File: src/rtl/adc_seq_pkg.sv
// Shared types and command bytes for the converter host sequencer.
package adc_seq_pkg;
    localparam logic [7:0] CMD_RESET = 8'h06;
    localparam logic [7:0] CMD_START = 8'h08;
    localparam logic [7:0] CMD_STOP  = 8'h0A;
    localparam logic [7:0] CMD_RDATA = 8'h12;
    localparam logic [2:0] OP_RREG   = 3'b001;
    localparam logic [2:0] OP_WREG   = 3'b010;
    localparam logic [4:0] STAT_ADDR = 5'h01;
    localparam int         NRDY_BIT  = 6;

    typedef enum logic [2:0] {
        S_IDLE, S_LEAD, S_RISE, S_HIGH, S_LOW, S_TRAIL, S_GAP
    } spi_st_t;

    typedef enum logic [3:0] {
        P_PWR, P_RST_TX, P_RST_WAIT, P_STAT_RD, P_STAT_CLR, P_READY,
        P_CFG_WR, P_CFG_RD, P_START_TX, P_STREAM, P_DATA_RD, P_STOP_TX
    } phase_t;
endpackage

File: src/rtl/drdy_edge_det.sv
// Synchronizes the asynchronous active-low data-ready line and emits a
// one-cycle pulse on each falling edge. Assumes the line idles high.
module drdy_edge_det (
    input  logic clk,
    input  logic rst_n,
    input  logic drdy_n_in,
    output logic fall
);
    logic [2:0] sync_q;

    // Shift the line through a three-stage register chain.
    always_ff @(posedge clk) begin
        if (!rst_n) sync_q <= 3'b111;
        else        sync_q <= {sync_q[1:0], drdy_n_in};
    end

    assign fall = sync_q[2] & ~sync_q[1];


    fall_pulse_chk: assert property (@(posedge clk) disable iff (!rst_n)
        fall |=> !fall);
endmodule

File: src/rtl/spi_frame_master.sv
// Mode-1 SPI frame engine: asserts chip select, shifts nbytes bytes
// MSB first (launch on SCLK rise, sample on SCLK fall), holds chip select,
// releases it and keeps a recovery gap before reporting done.
// Assumes the byte source (tx_byte for tx_idx) is combinational.
module spi_frame_master
    import adc_seq_pkg::*;
#(
    parameter int TCSSC = 2,
    parameter int TSCCS = 2,
    parameter int HALF  = 4,
    parameter int IDX_W = 3
) (
    input  logic             clk,
    input  logic             rst_n,
    input  logic             go,
    input  logic [IDX_W-1:0] nbytes,
    input  logic [7:0]       tx_byte,
    output logic [IDX_W-1:0] tx_idx,
    output logic             rx_valid,
    output logic [7:0]       rx_data,
    output logic [IDX_W-1:0] rx_idx,
    output logic             done,
    output logic             cs_n,
    output logic             sclk,
    output logic             mosi,
    input  logic             miso
);
    localparam int CMAX  = (TCSSC > TSCCS) ? ((TCSSC > HALF) ? TCSSC : HALF)
                                           : ((TSCCS > HALF) ? TSCCS : HALF);
    localparam int CNT_W = $clog2(CMAX + 1);

    spi_st_t          st;
    logic [CNT_W-1:0] cnt;
    logic [2:0]       bit_i;
    logic [7:0]       sh;
    logic [IDX_W-1:0] byte_i;
    logic [IDX_W-1:0] last_i;

    assign tx_idx = byte_i;

    // Frame state machine with per-phase cycle counter.
    always_ff @(posedge clk) begin
        if (!rst_n) begin
            st <= S_IDLE;  cnt <= '0;  bit_i <= 3'd7;  sh <= '0;
            byte_i <= '0;  last_i <= '0;
            cs_n <= 1'b1;  sclk <= 1'b0;  mosi <= 1'b0;
            rx_valid <= 1'b0;  rx_data <= '0;  rx_idx <= '0;  done <= 1'b0;
        end else begin
            rx_valid <= 1'b0;
            done     <= 1'b0;
            case (st)
                S_IDLE: if (go) begin
                    cs_n   <= 1'b0;
                    cnt    <= CNT_W'(TCSSC - 1);
                    byte_i <= '0;
                    bit_i  <= 3'd7;
                    last_i <= nbytes - 1'b1;
                    st     <= S_LEAD;
                end
                S_LEAD: if (cnt == 0) st <= S_RISE; else cnt <= cnt - 1'b1;
                S_RISE: begin
                    sclk <= 1'b1;
                    mosi <= tx_byte[bit_i];
                    cnt  <= CNT_W'(HALF - 1);
                    st   <= S_HIGH;
                end
                S_HIGH: if (cnt == 0) begin
                    sclk <= 1'b0;
                    sh   <= {sh[6:0], miso};
                    cnt  <= CNT_W'(HALF - 1);
                    st   <= S_LOW;
                end else cnt <= cnt - 1'b1;
                S_LOW: if (cnt == 0) begin
                    if (bit_i == 0) begin
                        rx_valid <= 1'b1;
                        rx_data  <= sh;
                        rx_idx   <= byte_i;
                        if (byte_i == last_i) begin
                            cnt <= CNT_W'(TSCCS - 1);
                            st  <= S_TRAIL;
                        end else begin
                            byte_i <= byte_i + 1'b1;
                            bit_i  <= 3'd7;
                            st     <= S_RISE;
                        end
                    end else begin
                        bit_i <= bit_i - 1'b1;
                        st    <= S_RISE;
                    end
                end else cnt <= cnt - 1'b1;
                S_TRAIL: if (cnt == 0) begin
                    cs_n <= 1'b1;
                    cnt  <= CNT_W'(TCSSC - 1);
                    st   <= S_GAP;
                end else cnt <= cnt - 1'b1;
                S_GAP: if (cnt == 0) begin
                    done <= 1'b1;
                    st   <= S_IDLE;
                end else cnt <= cnt - 1'b1;
                default: st <= S_IDLE;
            endcase
        end
    end


    sclk_idle_low_chk: assert property (@(posedge clk) disable iff (!rst_n)
        cs_n |-> !sclk);

    mosi_hold_chk: assert property (@(posedge clk) disable iff (!rst_n)
        (sclk && $past(sclk)) |-> $stable(mosi));

    done_pulse_chk: assert property (@(posedge clk) disable iff (!rst_n)
        done |=> !done);
endmodule

File: src/rtl/adc_seq_host.sv
// Host sequencer for an external 16-bit delta-sigma converter: power-up
// wait, reset command, optional status poll/clear, configuration write and
// readback compare, start, data-ready driven result fetches, stop.
// Assumes cfg_data is stable from start_req until busy falls.
module adc_seq_host
    import adc_seq_pkg::*;
#(
    parameter int         CLK_HZ     = 50_000_000,
    parameter int         MOD_DIV    = 12,
    parameter int         TCSSC_CYC  = 2,
    parameter int         TSCCS_CYC  = 2,
    parameter int         SCLK_HALF  = 4,
    parameter int         NUM_CFG    = 4,
    parameter logic [4:0] CFG_BASE   = 5'h02,
    parameter bit         STAT_CHECK = 1'b1,
    parameter int         OVR_W      = 8
) (
    input  logic                 clk,
    input  logic                 rst_n,
    input  logic                 start_req,
    input  logic                 stop_req,
    input  logic [NUM_CFG*8-1:0] cfg_data,
    output logic                 busy,
    output logic                 result_valid,
    output logic [15:0]          result,
    output logic                 config_error,
    output logic [OVR_W-1:0]     overrun,
    output logic                 spi_cs_n,
    output logic                 spi_sclk,
    output logic                 spi_mosi,
    input  logic                 spi_miso,
    input  logic                 adc_drdy_n
);
    localparam int PWR_CYC = (CLK_HZ / 10000) * 22;
    localparam int RST_CYC = 4096 * MOD_DIV;
    localparam int WMAX    = (PWR_CYC > RST_CYC) ? PWR_CYC : RST_CYC;
    localparam int WAIT_W  = $clog2(WMAX + 1);
    localparam int MAXB    = NUM_CFG + 2;
    localparam int IDX_W   = $clog2(MAXB + 1);

    phase_t            ph;
    logic              sent, stop_pend, mism, nrdy;
    logic [WAIT_W-1:0] wcnt;
    logic [7:0]        hi_byte, tx_byte, rx_data, cfg_tx, cfg_rx;
    logic [IDX_W-1:0]  nbytes, tx_idx, rx_idx;
    logic              xfer_go, xfer_done, rx_valid, drdy_fall, frame_ph;

    drdy_edge_det u_drdy (
        .clk(clk), .rst_n(rst_n), .drdy_n_in(adc_drdy_n), .fall(drdy_fall)
    );

    spi_frame_master #(
        .TCSSC(TCSSC_CYC), .TSCCS(TSCCS_CYC), .HALF(SCLK_HALF), .IDX_W(IDX_W)
    ) u_spi (
        .clk(clk), .rst_n(rst_n), .go(xfer_go), .nbytes(nbytes),
        .tx_byte(tx_byte), .tx_idx(tx_idx), .rx_valid(rx_valid),
        .rx_data(rx_data), .rx_idx(rx_idx), .done(xfer_done),
        .cs_n(spi_cs_n), .sclk(spi_sclk), .mosi(spi_mosi), .miso(spi_miso)
    );

    assign frame_ph = ph inside {P_RST_TX, P_STAT_RD, P_STAT_CLR, P_CFG_WR,
                                 P_CFG_RD, P_START_TX, P_DATA_RD, P_STOP_TX};
    assign xfer_go  = frame_ph && !sent;
    assign busy     = (ph != P_READY);

    // Pick the configuration bytes addressed by the transmit and receive indices.
    always_comb begin
        cfg_tx = 8'h00;
        cfg_rx = 8'h00;
        for (int i = 0; i < NUM_CFG; i++) begin
            if (32'(tx_idx) == i + 2) cfg_tx = cfg_data[8*i +: 8];
            if (32'(rx_idx) == i + 2) cfg_rx = cfg_data[8*i +: 8];
        end
    end

    // Frame length and outgoing byte for the current phase.
    always_comb begin
        nbytes  = IDX_W'(1);
        tx_byte = 8'h00;
        case (ph)
            P_RST_TX:   tx_byte = CMD_RESET;
            P_START_TX: tx_byte = CMD_START;
            P_STOP_TX:  tx_byte = CMD_STOP;
            P_STAT_RD: begin
                nbytes = IDX_W'(3);
                if (tx_idx == 0) tx_byte = {OP_RREG, STAT_ADDR};
            end
            P_STAT_CLR: begin
                nbytes = IDX_W'(3);
                if (tx_idx == 0) tx_byte = {OP_WREG, STAT_ADDR};
            end
            P_DATA_RD: begin
                nbytes = IDX_W'(3);
                if (tx_idx == 0) tx_byte = CMD_RDATA;
            end
            P_CFG_WR, P_CFG_RD: begin
                nbytes = IDX_W'(MAXB);
                if (tx_idx == 0)      tx_byte = {(ph == P_CFG_WR) ? OP_WREG : OP_RREG, CFG_BASE};
                else if (tx_idx == 1) tx_byte = 8'(NUM_CFG - 1);
                else if (ph == P_CFG_WR) tx_byte = cfg_tx;
            end
            default: ;
        endcase
    end

    // Bring-up script, streaming loop and result/flag capture.
    always_ff @(posedge clk) begin
        if (!rst_n) begin
            ph <= P_PWR;  wcnt <= WAIT_W'(PWR_CYC - 1);
            sent <= 1'b0;  stop_pend <= 1'b0;  mism <= 1'b0;  nrdy <= 1'b0;
            hi_byte <= '0;  result <= '0;  result_valid <= 1'b0;
            config_error <= 1'b0;  overrun <= '0;
        end else begin
            result_valid <= 1'b0;
            if (xfer_go)   sent <= 1'b1;
            if (xfer_done) sent <= 1'b0;
            if (stop_req && (ph inside {P_START_TX, P_STREAM, P_DATA_RD}))
                stop_pend <= 1'b1;
            if (ph == P_DATA_RD && drdy_fall && overrun != '1)
                overrun <= overrun + 1'b1;
            if (rx_valid) begin
                if (ph == P_STAT_RD && rx_idx == 2) nrdy <= rx_data[NRDY_BIT];
                if (ph == P_CFG_RD && rx_idx >= 2 && rx_data != cfg_rx) mism <= 1'b1;
                if (ph == P_DATA_RD && rx_idx == 1) hi_byte <= rx_data;
                if (ph == P_DATA_RD && rx_idx == 2) begin
                    result       <= {hi_byte, rx_data};
                    result_valid <= 1'b1;
                end
            end
            case (ph)
                P_PWR:      if (wcnt == 0) ph <= P_RST_TX; else wcnt <= wcnt - 1'b1;
                P_RST_TX:   if (xfer_done) begin
                    ph   <= P_RST_WAIT;
                    wcnt <= WAIT_W'(RST_CYC - 1);
                end
                P_RST_WAIT: if (wcnt == 0) ph <= STAT_CHECK ? P_STAT_RD : P_READY;
                            else wcnt <= wcnt - 1'b1;
                P_STAT_RD:  if (xfer_done && !nrdy) ph <= P_STAT_CLR;
                P_STAT_CLR: if (xfer_done) ph <= P_READY;
                P_READY:    if (start_req && !config_error) begin
                    ph   <= P_CFG_WR;
                    mism <= 1'b0;
                end
                P_CFG_WR:   if (xfer_done) ph <= P_CFG_RD;
                P_CFG_RD:   if (xfer_done) begin
                    if (mism) begin
                        config_error <= 1'b1;
                        ph           <= P_READY;
                    end else ph <= P_START_TX;
                end
                P_START_TX: if (xfer_done) ph <= P_STREAM;
                P_STREAM: begin
                    if (stop_pend || stop_req) begin
                        stop_pend <= 1'b0;
                        ph        <= P_STOP_TX;
                    end else if (drdy_fall) ph <= P_DATA_RD;
                end
                P_DATA_RD:  if (xfer_done) ph <= P_STREAM;
                P_STOP_TX:  if (xfer_done) begin
                    stop_pend <= 1'b0;
                    ph        <= P_READY;
                end
                default:    ph <= P_READY;
            endcase
        end
    end


    pwr_quiet_chk: assert property (@(posedge clk) disable iff (!rst_n)
        (ph == P_PWR) |-> spi_cs_n);

    cfg_err_sticky_chk: assert property (@(posedge clk) disable iff (!rst_n)
        config_error |=> config_error);

    valid_pulse_chk: assert property (@(posedge clk) disable iff (!rst_n)
        result_valid |=> !result_valid);

    overrun_mono_chk: assert property (@(posedge clk) disable iff (!rst_n)
        ##1 (overrun >= $past(overrun)));

    idle_cs_high_chk: assert property (@(posedge clk) disable iff (!rst_n)
        !busy |-> spi_cs_n);
endmodule

File: config.mk
export PLATFORM = sky130hd
export DESIGN_NAME = adc_seq_host
export DESIGN_NICKNAME = d
export VERILOG_FILES = /design/src/rtl/adc_seq_pkg.sv /design/src/rtl/drdy_edge_det.sv /design/src/rtl/spi_frame_master.sv /design/src/rtl/adc_seq_host.sv
export SDC_FILE = /design/constraint.sdc
export NUM_CORES = 1
export LEC_CHECK = 0
export BUFFER_PORTS_ARGS = -buffer_cell sky130_fd_sc_hd__buf_2
export CAP_MARGIN = 5
export CORE_MARGIN = 4
export CORE_UTILIZATION = 40
export CTS_CLUSTER_SIZE = 25
export DETAILED_ROUTE_END_ITERATION = 6
export SLEW_MARGIN = 20
export SYNTH_ARGS = -nofsm -noshare
export SYNTH_HDL_FRONTEND = slang
export SYNTH_HIERARCHICAL = 1
export SYNTH_SLANG_ARGS = --single-unit
export TNS_END_PERCENT = 10
File: constraint.sdc
create_clock -name clk -period 2.7 [get_ports clk]
set_input_delay 0.135 -clock clk [delete_from_list [all_inputs] [get_ports clk]]
set_output_delay 0.135 -clock clk [all_outputs]
set_load 0.005 [all_outputs]
==> results.yml <==
status:
  status: "finished, final reports clean"
setup_path:
  crit_type: "flop to flop"
  crit_arrival_ns: 2.61
  reg2reg_from: "ph[0]$_SDFFE_PN0P_"
  path_buf_inv: 1
  cp_max_fo: 11
  critPathLaunch: "ph[0]$_SDFFE_PN0P_"
  slowest_delay_ns: 0.53
  path_cells: "inv_2 -> nand2_4 -> nand3_1 -> nor2_1 -> nor4_1 -> a21o_1 -> a221o_1 -> a211oi_1 -> a211oi_1"
  crit_required_ns: 2.93
  cp-start-kind: "flop"
  cp-end-kind: "flop"
  slowest_stage: "dfxtp_1"
  critical_path.top_delay_family: "compound AO/OA/AOI/OAI gates"
  crit_top_cell: "a211oi_1"
die:
  dieArea_sq_um: 15890
  rows: 42
  core_sq_um: 13450
  die_h_um: 126.0
  start_util_pct: 41.43
  die_x_um: 126.0
  io_pins: 68
synth:
  synth_cells: 655
  synth_area_leaders: "dfxtp_1, mux2i_1, nand2_1"
  synth_flop_cell: "dfxtp_1"
  yosys.area.top_type: "dfxtp_1"
  yosysSeqAreaShare_pct: 36.27
  async_flop_share_pct: 0
  ys_seq_elements: 101
  yosysTopAreaCellShare_pct: 36.27
  post_synth.cell_area_avg_sq_um: 8.510
  netlist_area_sq_um: 5574
  synth_edf_count: 0
  ys_types: 80
  synth-warning-count: 6
  synth_nets: 701
timing:
  drv_slew: 0
  max_slew_margin_pct: 30.55
  setup_viol: 0
  min_period_ns: 2.377
  hold_viol_final: 0
  finalSetupTns_ns: 0
  grt_setup_unrepaired: "no"
  tightest_slew_ns: 1.040
  timing.final.crit_share_pct: 88.05
  fin_skew_ns: 0.009074
  whs_ns: 0.02311
  clock.fmax_mhz: 420.6
place:
  hpwl_um: 10610
  place_area_sq_um: 6041
  portBuffers: 67
  place.gp.congestion: 0.8775
cts:
  path_clk_slew_ns: 0.07
  clkSinkCount: 101
  htree_levels: 3
  cts_made_buffers: 9
  clock_latency_ns: 0.36
  tritoncts: "yes"
  clock_tree.root_cell: "clkbuf_16"
  cts_buffer_depth: 2
finish:
  diodes: 0
  final_nets: 757
  syn_to_final_growth_pct: 14.25
  final_area_sq_um: 6369
  layout-drive-gt1-share_pct: 18.30
  fin_util_pct: 47.34
pwr:
  power_leakage_nw: 2.428
  p_int_mw: 2.351
  seq_power_share_pct: 49.0
  ir_drop_uv: 468.0
  p_per_area_nw_per_um2: 489.7
  p_sw_share_pct: 24.63
  p_switching_mw: 0.7679
  clockPowerShare_pct: 43.6
  p_comb_share_pct: 7.4
global_route:
  grt_overflow_total: 0
  grt_max_degree: 57
  antenna_found_initial: 0
  grt_pass1_vias: 4695
  grt_pass1_wl_um: 23370
  grtUsageTotal_pct: 17.90
route:
  routed_wl_um: 14270
  drc: 0
  firstDrtPassIters: 7
  vias_per_cell: 5.435
  vias: 4848
  drtIter0Drc: 290
  antenna_violating_nets_post_route: 0
  drt-wirelength-per-cell_um: 15.99
hold_path:
  hp-start: "spi_miso"
  min_path_type: "primary input to flop"
run:
  maxCapViolCount: 0
-- kinds of logic (layout without fill, tap and decap cells) --
logic type | Yosys count | in the layout | synth area share [%]
buffers and inverters | 53 | 114 | 4.422
adder cells (fa/ha/maj) | 8 | 8 | 1.796
XOR/XNOR | 33 | 33 | 5.589
flip-flops | 101 | 101 | 36.27
AND/OR/NAND/NOR | 271 | 271 | 25.07
multiplexers | 47 | 47 | 8.889
AO/OA/AOI/OAI | 142 | 142 | 17.96
-- power groups by stage --
stage / Sequential (mW) / Clock (mW) / Combinational (mW)
floorplan: 1.55 / 0 / 0.161
global placement: 1.56 / 0 / 0.223
detailed placement: 1.56 / 0 / 0.227
CTS: 1.53 / 1.41 / 0.230
global route: 1.53 / 1.46 / 0.256
finish: 1.53 / 1.36 / 0.230
-- tightest hold or removal path, delay by kind of cell --
family	cells	cell delay [ns]
buf+inv	1	0.08
simple gates	1	0.08
mux	1	0.06
-- cell usage in the layout, fill, tap and decap left out, types with 7 or more instances in the layout --
cell	count
mux2i_1	45
nand3_1	19
buf_4	12
nor3_1	13
a21oi_1	30
inv_1	17
o22ai_1	14
ha_1	8
o211ai_1	8
xnor2_1	16
or3_1	8
a211oi_1	8
dfxtp_1	101
clkbuf_16	9
a21boi_1	23
buf_2	67
o21ai_1	7
nor2_1	44
and2_1	11
o21ai_0	13
xor2_1	14
nand2_1	99
nor2b_1	19
nand2b_1	14
-- stage by stage --
stage                     setup WS, ns  std cells  total power [mW]
after floorplan                 0.4883        655             1.708
after global placement          0.4734        875             1.784
after global routing            0.1276        892             3.251
after CTS                       0.3466        892             3.166
final                           0.3227        892             3.118
after detailed placement        0.3815        875             1.789
-- final timing paths --
check,end,slack [ns],cells past startpoint
setup reg to reg,u_spi/cnt[1]$_SDFFE_PN0P_,0.32,9
hold / removal,u_spi/sh[0]$_SDFFE_PN0P_,0.02,3
setup / recovery,u_spi/cnt[1]$_SDFFE_PN0P_,0.32,9
hold reg to reg,u_drdy/sync_q[2]$_SDFF_PN1_,0.45,1
-- synth_stat cells, types with 8 or more instances --
cell type,number
a211oi_1,8
a21boi_1,23
a21oi_1,30
and2_1,11
buf_2,14
clkbuf_1,14
dfxtp_1,101
ha_1,8
inv_1,17
mux2i_1,45
nand2_1,99
nand2b_1,14
nand3_1,19
nor2_1,44
nor2b_1,19
nor3_1,13
o211ai_1,8
o21ai_0,13
o22ai_1,14
or3_1,8
xnor2_1,16
xor2_1,14
-- routing by layer --
layer	GRT usage (%)	wire length, um	vias up	part of all wire, %
met2	30.05	6763	108	47
met4	3.912	151	0	1.1
met1	23.40	6621	2314	46
li1	-	-	2410	-
met5	0	0	-	0
met3	4.361	729	16	5.1
-- sequential cells by signal, summed over array words and instances, names as in the netlist, 4 cells and up --
name,cells
wcnt,17
result,16
hi_byte,8
overrun,8
u_spi/rx_data,8
u_spi/sh,8
ph,4
-- cell type report --
type / count / area (sq um)
repair buffers: 80 / 435.4
inverters: 18 / 67.56
clock buffers: 9 / 225.2
flip-flops and latches: 101 / 2022
clock inverters: 7 / 92.59
well taps: 176 / 220.2
multi-input cells: 501 / 3306
fillers: 1350 / 7084
-- repair_timing --
item / in CTS / in global routing
hold endpoints to repair: 1 / 0
hold buffers: 1 / 0
buffers inserted: 0 / 0
resized for setup: 0 / 0
(Power assumes the default switching activity.)
